### src/rtl/irq_route_pkg.sv
package irq_route_pkg;
  localparam logic [7:0] OFS_INDEX  = 8'h00;
  localparam logic [7:0] OFS_WINDOW = 8'h10;

  localparam logic [7:0] IDX_IDENT  = 8'h00;
  localparam logic [7:0] IDX_VER    = 8'h01;
  localparam logic [7:0] IDX_ARB    = 8'h02;
  localparam logic [7:0] IDX_TABLE  = 8'h10;

  localparam int BIT_REMOTE = 14;
  localparam int BIT_MASK   = 16;
  localparam logic [63:0] ENTRY_RESET = 64'h0000_0000_0001_0000;

  typedef struct packed {
    logic idxWr;
    logic identWr;
    logic entLoWr;
    logic entHiWr;
    logic entHit;
    logic idxRd;
    logic winRd;
  } winCtl_t;
endpackage

### src/rtl/irq_route_ctrl.sv
module irq_route_ctrl
  import irq_route_pkg::*;
#(
  parameter int NUM_PINS = 24,
  localparam int IW = (NUM_PINS > 1) ? $clog2(NUM_PINS) : 1
) (
  input  logic          clk,
  input  logic          rstN,
  input  logic          busSel,
  input  logic          busWr,
  input  logic [7:0]    busAddr,
  input  logic [1:0]    busSize,
  input  logic [31:0]   busWdata,
  input  logic [7:0]    idxReg,
  output winCtl_t       ctl,
  output logic [IW-1:0] entIdx,
  output logic [31:0]   wrData
);
  logic [7:0] entOff;
  logic [6:0] entNum;
  logic       wrAcc;
  logic       rdAcc;

  assign entOff = idxReg - IDX_TABLE;
  assign entNum = entOff[7:1];
  assign entIdx = entNum[IW-1:0];
  assign wrAcc  = busSel && busWr;
  assign rdAcc  = busSel && !busWr;

  always_comb begin
    unique case (busSize)
      2'd0:    wrData = {24'h0, busWdata[7:0]};
      2'd1:    wrData = {16'h0, busWdata[15:0]};
      default: wrData = busWdata;
    endcase
  end

  always_comb begin
    ctl         = '0;
    ctl.entHit  = (idxReg >= IDX_TABLE) && (entNum < 7'(NUM_PINS));
    ctl.idxWr   = wrAcc && (busAddr == OFS_INDEX);
    ctl.identWr = wrAcc && (busAddr == OFS_WINDOW) && (idxReg == IDX_IDENT);
    ctl.entLoWr = wrAcc && (busAddr == OFS_WINDOW) && ctl.entHit && !idxReg[0];
    ctl.entHiWr = wrAcc && (busAddr == OFS_WINDOW) && ctl.entHit && idxReg[0];
    ctl.idxRd   = rdAcc && (busAddr == OFS_INDEX);
    ctl.winRd   = rdAcc && (busAddr == OFS_WINDOW);
  end


  strobe_exclusive_chk: assert property (@(posedge clk) disable iff (!rstN)
    $onehot0({ctl.idxWr, ctl.identWr, ctl.entLoWr, ctl.entHiWr}));
endmodule

### src/rtl/irq_route_dp.sv
module irq_route_dp
  import irq_route_pkg::*;
#(
  parameter int NUM_PINS = 24,
  parameter logic [7:0] VERSION = 8'h11,
  localparam int IW = (NUM_PINS > 1) ? $clog2(NUM_PINS) : 1
) (
  input  logic                   clk,
  input  logic                   rstN,
  input  winCtl_t                ctl,
  input  logic [IW-1:0]          entIdx,
  input  logic [31:0]            wrData,
  input  logic [NUM_PINS-1:0]    irrSet,
  output logic [7:0]             idxReg,
  output logic [31:0]            busRdata,
  output logic [NUM_PINS*64-1:0] tableFlat,
  output logic                   entryWritten,
  output logic [IW-1:0]          entryWrittenIdx
);
  localparam logic [7:0] TOP_PIN = 8'(NUM_PINS - 1);

  logic [3:0]                 identReg;
  logic [NUM_PINS-1:0][63:0]  tblArr;
  logic [31:0]                winData;

  always_ff @(posedge clk or negedge rstN) begin
    if (!rstN) begin
      idxReg          <= '0;
      identReg        <= '0;
      entryWritten    <= 1'b0;
      entryWrittenIdx <= '0;
    end else begin
      if (ctl.idxWr)   idxReg   <= wrData[7:0];
      if (ctl.identWr) identReg <= wrData[27:24];
      entryWritten <= ctl.entLoWr || ctl.entHiWr;
      if (ctl.entLoWr || ctl.entHiWr) entryWrittenIdx <= entIdx;
    end
  end

  for (genvar g = 0; g < NUM_PINS; g++) begin : gEntry
    logic [63:0] ent;
    logic        hitG;
    assign hitG = (entIdx == IW'(g));
    always_ff @(posedge clk or negedge rstN) begin
      if (!rstN) begin
        ent <= ENTRY_RESET;
      end else begin
        if (ctl.entLoWr && hitG)
          ent[31:0] <= {wrData[31:BIT_REMOTE+1], 1'b0, wrData[BIT_REMOTE-1:0]};
        else if (irrSet[g])
          ent[BIT_REMOTE] <= 1'b1;
        if (ctl.entHiWr && hitG)
          ent[63:32] <= wrData;
      end
    end
    assign tblArr[g] = ent;
  end

  assign tableFlat = tblArr;

  always_comb begin
    unique case (idxReg)
      IDX_IDENT, IDX_ARB: winData = {4'h0, identReg, 24'h0};
      IDX_VER:            winData = {8'h0, TOP_PIN, 8'h0, VERSION};
      default: begin
        if (ctl.entHit)
          winData = idxReg[0] ? tblArr[entIdx][63:32] : tblArr[entIdx][31:0];
        else
          winData = '1;
      end
    endcase
  end

  always_comb begin
    if (ctl.idxRd)      busRdata = {24'h0, idxReg};
    else if (ctl.winRd) busRdata = winData;
    else                busRdata = '0;
  end


  low_clears_remote_chk: assert property (@(posedge clk) disable iff (!rstN)
    ctl.entLoWr |=> tblArr[$past(entIdx)][BIT_REMOTE] == 1'b0);


  high_half_store_chk: assert property (@(posedge clk) disable iff (!rstN)
    ctl.entHiWr |=> tblArr[$past(entIdx)][63:32] == $past(wrData));


  index_low_byte_chk: assert property (@(posedge clk) disable iff (!rstN)
    ctl.idxWr |=> idxReg == $past(wrData[7:0]));


  ident_hold_chk: assert property (@(posedge clk) disable iff (!rstN)
    !ctl.identWr |=> $stable(identReg));


  strobe_single_chk: assert property (@(posedge clk) disable iff (!rstN)
    (entryWritten && !$past(ctl.entLoWr || ctl.entHiWr)) == 1'b0);
endmodule

### src/rtl/irq_route_regs.sv
module irq_route_regs
  import irq_route_pkg::*;
#(
  parameter int NUM_PINS = 24,
  parameter logic [7:0] VERSION = 8'h11,
  localparam int IW = (NUM_PINS > 1) ? $clog2(NUM_PINS) : 1
) (
  input  logic                   clk,
  input  logic                   rstN,
  input  logic                   busSel,
  input  logic                   busWr,
  input  logic [7:0]             busAddr,
  input  logic [1:0]             busSize,
  input  logic [31:0]            busWdata,
  output logic [31:0]            busRdata,
  input  logic [NUM_PINS-1:0]    irrSet,
  output logic [NUM_PINS*64-1:0] tableFlat,
  output logic                   entryWritten,
  output logic [IW-1:0]          entryWrittenIdx
);
  winCtl_t       ctl;
  logic [IW-1:0] entIdx;
  logic [31:0]   wrData;
  logic [7:0]    idxReg;

  irq_route_ctrl #(.NUM_PINS(NUM_PINS)) uCtrl (
    .clk(clk), .rstN(rstN), .busSel(busSel), .busWr(busWr),
    .busAddr(busAddr), .busSize(busSize), .busWdata(busWdata),
    .idxReg(idxReg), .ctl(ctl), .entIdx(entIdx), .wrData(wrData)
  );

  irq_route_dp #(.NUM_PINS(NUM_PINS), .VERSION(VERSION)) uDp (
    .clk(clk), .rstN(rstN), .ctl(ctl), .entIdx(entIdx), .wrData(wrData),
    .irrSet(irrSet), .idxReg(idxReg), .busRdata(busRdata),
    .tableFlat(tableFlat), .entryWritten(entryWritten),
    .entryWrittenIdx(entryWrittenIdx)
  );
endmodule

### config.mk
export PLATFORM = sky130hd
export DESIGN_NAME = irq_route_regs
export DESIGN_NICKNAME = d
export VERILOG_FILES = /design/src/rtl/irq_route_pkg.sv /design/src/rtl/irq_route_ctrl.sv /design/src/rtl/irq_route_dp.sv /design/src/rtl/irq_route_regs.sv
export SDC_FILE = /design/constraint.sdc
export NUM_CORES = 2
export LEC_CHECK = 0
export BUFFER_PORTS_ARGS = -buffer_cell sky130_fd_sc_hd__buf_4
export CORE_AREA = 3 3 633 635
export CTS_BUF_LIST = sky130_fd_sc_hd__clkbuf_2
export CTS_CLUSTER_DIAMETER = 50
export CTS_CLUSTER_SIZE = 28
export DETAILED_ROUTE_END_ITERATION = 12
export DIE_AREA = 0 0 636 638
export GPL_TIMING_DRIVEN = 0
export PLACE_DENSITY = 0.45
export SLEW_MARGIN = 30
export SYNTH_ARGS = -nofsm -noshare
export SYNTH_HDL_FRONTEND = slang
export SYNTH_SLANG_ARGS = --single-unit
### constraint.sdc
create_clock -name clk -period 3.3 [get_ports clk]
set_input_delay 0.66 -clock clk [delete_from_list [all_inputs] [get_ports clk]]
set_output_delay 0.66 -clock clk [all_outputs]
set_load 0.01 [all_outputs]
[After elaboration in Yosys (flattened, before gate mapping)]
Cells that the tools add are included.
Word-level totals
  flip-flop bits (word level): 1554
Operators by class
  eq/ne operators: 27
  reductions and logical operators: 91
  $lt $le $gt $ge: 3
  mux-type cells: 56
  $add $sub $neg: 1
Operator list (count)
  $bmux 64 s5: 1
  $mux 32: 4
  $pmux 32 s2: 2
  $mux 64: 1
  $logic_and 1x1->1: 59
  $mux 1: 48
  $reduce_bool 2->1: 24
  $eq 5x4->1 const B: 8
  $eq 5x5->1 const B: 8
  $eq 5x3->1 const B: 4
  $logic_not 8->1: 2
  $eq 5x2->1 const B: 2
  $eq 8x1->1 const B: 1
  $eq 8x2->1 const B: 1
  $eq 8x5->1 const B: 1
  $ge 8x5->1 const B: 1
  $sub 8x5->8 const B: 1
  $lt 7x5->1 const B: 1
  $lt 5x6->1 const B: 1
  $eq 5x1->1 const B: 1
  $logic_not 5->1: 1
  $eq 2x1->1 const B: 1
  $logic_not 1->1: 2
  $logic_not 2->1: 1
  other kinds (2): 2

[Logic depth before layout (Yosys ltp)]
  depth in word-level cells: 8
  depth in mapped cells: 15

[Hierarchy]
Synthesis repeated with hierarchy kept, for this count alone.
Unflattened totals
  cell total of the unflattened synthesis: 4643
  area total of the unflattened synthesis: 71514.8 um2
Modules (own cells, without submodules)
  irq_route_dp: cells each 4582, area an instance 71070.7 um2, instances 1, seq. area each 38917.3 um2
  irq_route_ctrl: cells each 61, area an instance 444.2 um2, instances 1, seq. area each 0.0 um2

[Worst setup path after synthesis]
Ideal clock, no wire load.
  kind: reg-to-output
  start: register uDp.idxReg[4]
  end: output port busRdata[2]
  stages on the path, launching flop included: 12
  required time: 2.640 ns
  data arrival time: 2.958 ns
  path buffers: 6
  slack: -0.318 ns
  cell sequence: dfrtp_1 buf_2 buf_2 clkinv_1 clkbuf_1 ha_1 clkbuf_1 clkbuf_1 clkbuf_1 nand2_1 a22o_1 a41oi_1
Between the ends
  cells in the longest elaborated chain, start to end: 8
  elaborated cells between the ends (all ways): 15
  those cells by class: add/sub: 1; order compare: 2; eq/ne: 2; mux: 7; reduce/logical: 3
Ends and longest elaborated chain
  start, declared: RTL line irq_route_dp.sv:14  | output logic [7:0] idxReg,
  start signal, assigned: RTL line irq_route_dp.sv:33  | if (ctl.idxWr) idxReg <= wrData[7:0];
  $sub 8x5->8 (*): RTL line irq_route_ctrl.sv:24  | assign entOff = idxReg - IDX_TABLE;
  named net entIdx[3]: RTL line irq_route_regs.sv:22  | logic [IW-1:0] entIdx;
  $bmux 64 s5: RTL line irq_route_dp.sv:67  | winData = idxReg[0] ? tblArr[entIdx][63:32] : tblArr[entIdx][31:0];
  $mux 64 (not written as such): RTL line irq_route_dp.sv:67
  $mux 32: RTL line irq_route_dp.sv:67
  $mux 32 (*): RTL line irq_route_dp.sv:66  | if (ctl.entHit)
  $pmux 32 s2 (*): RTL line irq_route_dp.sv:62  | unique case (idxReg)
  $mux 32 (*): RTL line irq_route_dp.sv:76  | else if (ctl.winRd) busRdata = winData;
  $mux 32 (*): RTL line irq_route_dp.sv:75  | if (ctl.idxRd) busRdata = {24'h0, idxReg};
  end, declared: RTL line irq_route_regs.sv:15  | output logic [31:0] busRdata,
Mark *: on every way through the listed nets, which the timed path passes. The rest lies on a longest branch. The select of a mux whose other input is x is not followed.

[Final worst setup path]
  start: register uDp.idxReg[1]
  end: output port busRdata[14]
Between the ends
  cells in the longest elaborated chain, start to end: 8
  elaborated cells between the ends (all ways): 15
  those cells by class: add/sub: 1; order compare: 2; eq/ne: 2; mux: 7; reduce/logical: 3
Ends and longest elaborated chain (RTL line)
  $sub 8x5->8: irq_route_ctrl.sv:24
  $bmux 64 s5: irq_route_dp.sv:67
  $mux 64 (not written as such): irq_route_dp.sv:67
  $mux 32: irq_route_dp.sv:67
  $mux 32: irq_route_dp.sv:66
  $pmux 32 s2 (*): irq_route_dp.sv:62
  $mux 32 (*): irq_route_dp.sv:76
  $mux 32 (*): irq_route_dp.sv:75
Every way passes the cells marked *; elsewhere a longest branch is shown, timed or not. The select of a mux whose other input is x is not followed.

==> run_results.csv <==
group,metric,value,unit
clocking,ctsRootBufferMaster,"clkbuf_2",
worst_hold_path,min_path_type,"input port to flip-flop",
worst_setup_path,worstPathArrival,5.14,ns
worst_setup_path,required,2.64,ns
worst_setup_path,startpoint_type,"flip-flop",
route,drtIter0Drc,7473,
die,start_util,0.174,
layout,seq_area,0.0391,mm²
clocking,path_clk_slew,0.20,ns
die,die_area,0.406,mm²
synth,synth_edf_count,0,
route,drc_errors,0,
timing,hold_viol,0,
global_route,grt_pass1_wl,865000,µm
clocking,clock_latency,2.11,ns
route,dr_total_vias,70000,
synth,yosysTopAreaCell,"dfrtp_1",
synth,yosysSeqAreaShare,0.564,
clocking,clk_path_buf_depth,4,
synth,synth_seq_cells,1554,
synth,synthTopCellsByArea,"dfrtp_1 (55%), mux4_2 (8.5%), o21ai_0 (7.9%), nand2_1 (6.5%), mux2_2 (5.4%)",
worst_setup_path,end_kind,"output pin",
power,switching_share,0.310,
timing,min_period,5.80,ns
clocking,htree_levels,5,
synth,postSynthNetCount,6100,
die,core-area,0.396,mm²
timing,min_period_over_period,1.76,
synth,syn-cell-area,0.0690,mm²
run,max_cap_viol_count,0,
synth,synthTopCellsByCount,"dfrtp_1 (1530), nand2_1 (1201), o21ai_0 (1093)",
layout,multi_input_area,0.0303,mm²
global_route,grt_use_total,0.338,
timing,timing.final.ws_setup,-2.50,ns
synth,yosysTopAreaCellShare,0.555,
die,pin_count,1644,
layout,drive_gt1_frac,0.463,
global_route,grt_pass1_vias,67100,
timing,setup-violations-final,1017,
timing,fmax,172,MHz
layout,area_growth,52.6,%
timing,finalClockSkew,0.199,ns
die,die_h,638,µm
synth,syn_area_per_cell,11.5,µm²
synth,syn_inst,6028,
power,comb_power_share,0.082,
clocking,cts_tree,"yes",
layout,final_net_count,8545,
synth,synthFlopType,"dfrtp_1",
route,drtAntennaViolNets,0,
timing,maxSlewViolCount,0,
die,die_w,636,µm
timing,slew_headroom,0.260,
synth,ys_types,69,
place,dp_hpwl,581000,µm
place,io_buffers,1634,
place,place_congestion,0.956,
worst_setup_path,cp_max_fo,7,
run_status,outcome,"finished with violations",
route,viasPerCell,5.00,
layout,utilization,0.266,
route,wl,712000,µm
power,p_seq_frac,0.479,
route,drt-pass1-iter-count,6,
global_route,gr-total-overflow,0,
power,p_leak,0.0470,µW
timing,rsz0062_at_grt,"true",
route,wire_per_inst,50.8,µm
timing,max_slew.worst_pin.slew,1.11,ns
synth,ys_warn_count,0,
global_route,antenna_found_initial,107,
clocking,clock-sinks,1554,
worst_setup_path,path_class,"flip-flop to output pin",
clocking,cts_buffers,282,
synth,async_flop_share,1.00,
synth,yosysMostFrequentCell,"dfrtp_1",
power,p_per_area,378,mW/mm²
timing,timing.setup.tns,-136.27,ns
die,rows,231,
run_status,violations,"negative setup slack",
power,power.internal,27500,µW
power,peakVddDrop,0.000248,V
layout,fillCellCount,41800,
power,p_switching,12300,µW
global_route,grt_max_degree,118,
power,clock_power_share,0.438,
## timing repair
action / in CTS / in global routing
gates cloned: 11 / 6
endpoints found under the setup margin: 3120 / 2044
pin swaps: 99 / 60
buffers inserted: 203 / 62
hold endpoints to repair: 2302 / 0
gates resized for setup: 1200 / 241
hold buffers: 157 / 0
## path summary, 6_finish.rpt
| kind | from | endpoint | slack [ns] | cells past startpoint |
|---|---|---|---|---|
| setup reg to reg | uDp.idxReg[4] | uDp.gEntry[0].ent[23] | -0.16 | 12 |
| hold reg to reg | uDp.gEntry[20].ent[16] | uDp.gEntry[20].ent[16] | 0.50 | 2 |
| min in group asynchronous | rstN | uDp.gEntry[13].ent[50] | 0.42 | 6 |
| hold / removal | busWdata[19] | uDp.gEntry[9].ent[51] | 0.21 | 5 |
| max in group asynchronous | rstN | uDp.gEntry[18].ent[4] | 0.25 | 10 |
| setup / recovery | uDp.idxReg[1] | busRdata[14] | -2.50 | 11 |
## sequential cells by signal, summed over array words and instances (netlist names)
signal	flops
uDp.idxReg	8
uDp.entryWrittenIdx	5
uDp.gEntry.ent	1536
uDp.entryWritten	1
uDp.identReg	4
## through the flow
step	hold slack, ns	area (µm²)	total power, µW	worst slack, ns	cells
floorplan	0.364	69100	20100	-0.00945	6028
global placement	0.471	87900	21800	-19.45	12900
detailed placement	0.480	90400	22000	-3.25	13000
CTS	0.00365	104000	39900	-2.77	13900
global route	0.211	105000	40800	-2.54	14000
finish	0.206	105000	39800	-2.50	14000
## power groups by stage
stage                     combinational (µW)  sequential (µW)  clock [µW]
after global routing                    3330            19100       18400
after global placement                  2390            19400           0
after detailed placement                2600            19400           0
after CTS                               3180            19100       17700
final                                   3270            19100       17400
after floorplan                          639            19400           0
## critical path: stages (launching register included)
cell and delay, ns:
dfrtp_1 0.40, buf_12 0.15, buf_16 0.20, buf_6 0.14
buf_16 0.18, buf_16 0.22, buf_12 0.17, mux4_2 0.58
a22oi_2 0.37, a21oi_2 0.15, o31a_1 0.34, buf_6 0.14
## logic make-up after synthesis
logic type	count (synthesis)	share of synthesized area
compound gates	1556	0.128
fa+ha+maj	2	0.000362
buf+inv	613	0.0368
flops	1554	0.564
mux	924	0.188
simple gates	1379	0.0832
## cell usage in the layout, fill, tap and decap left out, types with 24 or more instances in the layout
cell type / netlist / routed
a21oi_1: 70 / 34
a21oi_2: 0 / 28
a22oi_1: 99 / 54
a22oi_2: 0 / 45
buf_12: 0 / 107
buf_16: 0 / 93
buf_2: 126 / 46
buf_4: 21 / 1740
buf_6: 0 / 162
buf_8: 0 / 27
bufinv_16: 0 / 56
clkbuf_1: 434 / 163
clkbuf_16: 0 / 29
clkbuf_2: 0 / 439
clkbuf_4: 0 / 68
clkbuf_8: 0 / 40
clkinv_2: 0 / 26
clkinv_4: 0 / 26
clkinvlp_4: 0 / 31
dfrtp_1: 1530 / 1421
dfrtp_2: 0 / 98
dfstp_2: 24 / 24
diode_2: 0 / 59
dlygate4sd3_1: 0 / 155
inv_6: 0 / 28
mux2_1: 72 / 72
mux2_2: 331 / 330
mux2i_1: 262 / 153
mux2i_2: 0 / 40
mux2i_4: 0 / 69
mux4_2: 259 / 259
nand2_1: 1201 / 1186
nand4_1: 37 / 37
nor2_1: 54 / 45
o21a_1: 30 / 25
o21ai_0: 1093 / 1084
o21ai_1: 54 / 61
o221ai_1: 58 / 42
## metal layers
metal	vias to the layer above	global-route usage	share of wire
met5	-	0	0.00033
met4	36	0.249	0.091
met3	1259	0.104	0.085
met2	4457	0.547	0.46
met1	37500	0.377	0.36
li1	26700	-	-
## cell type report
cell class                      count  share of cell area
Sequential cell                  1554               0.371
Multi-Input combinational cell   3861               0.288
Timing Repair Buffer             2174               0.188
Tap cell                         5242              0.0623
Buffer                            596              0.0486
Clock inverter                    205              0.0261
Clock buffer                      304              0.0144
Antenna cell                       59             0.00140
Inverter                            4            0.000297
Power figures use the tool's default switching activity.
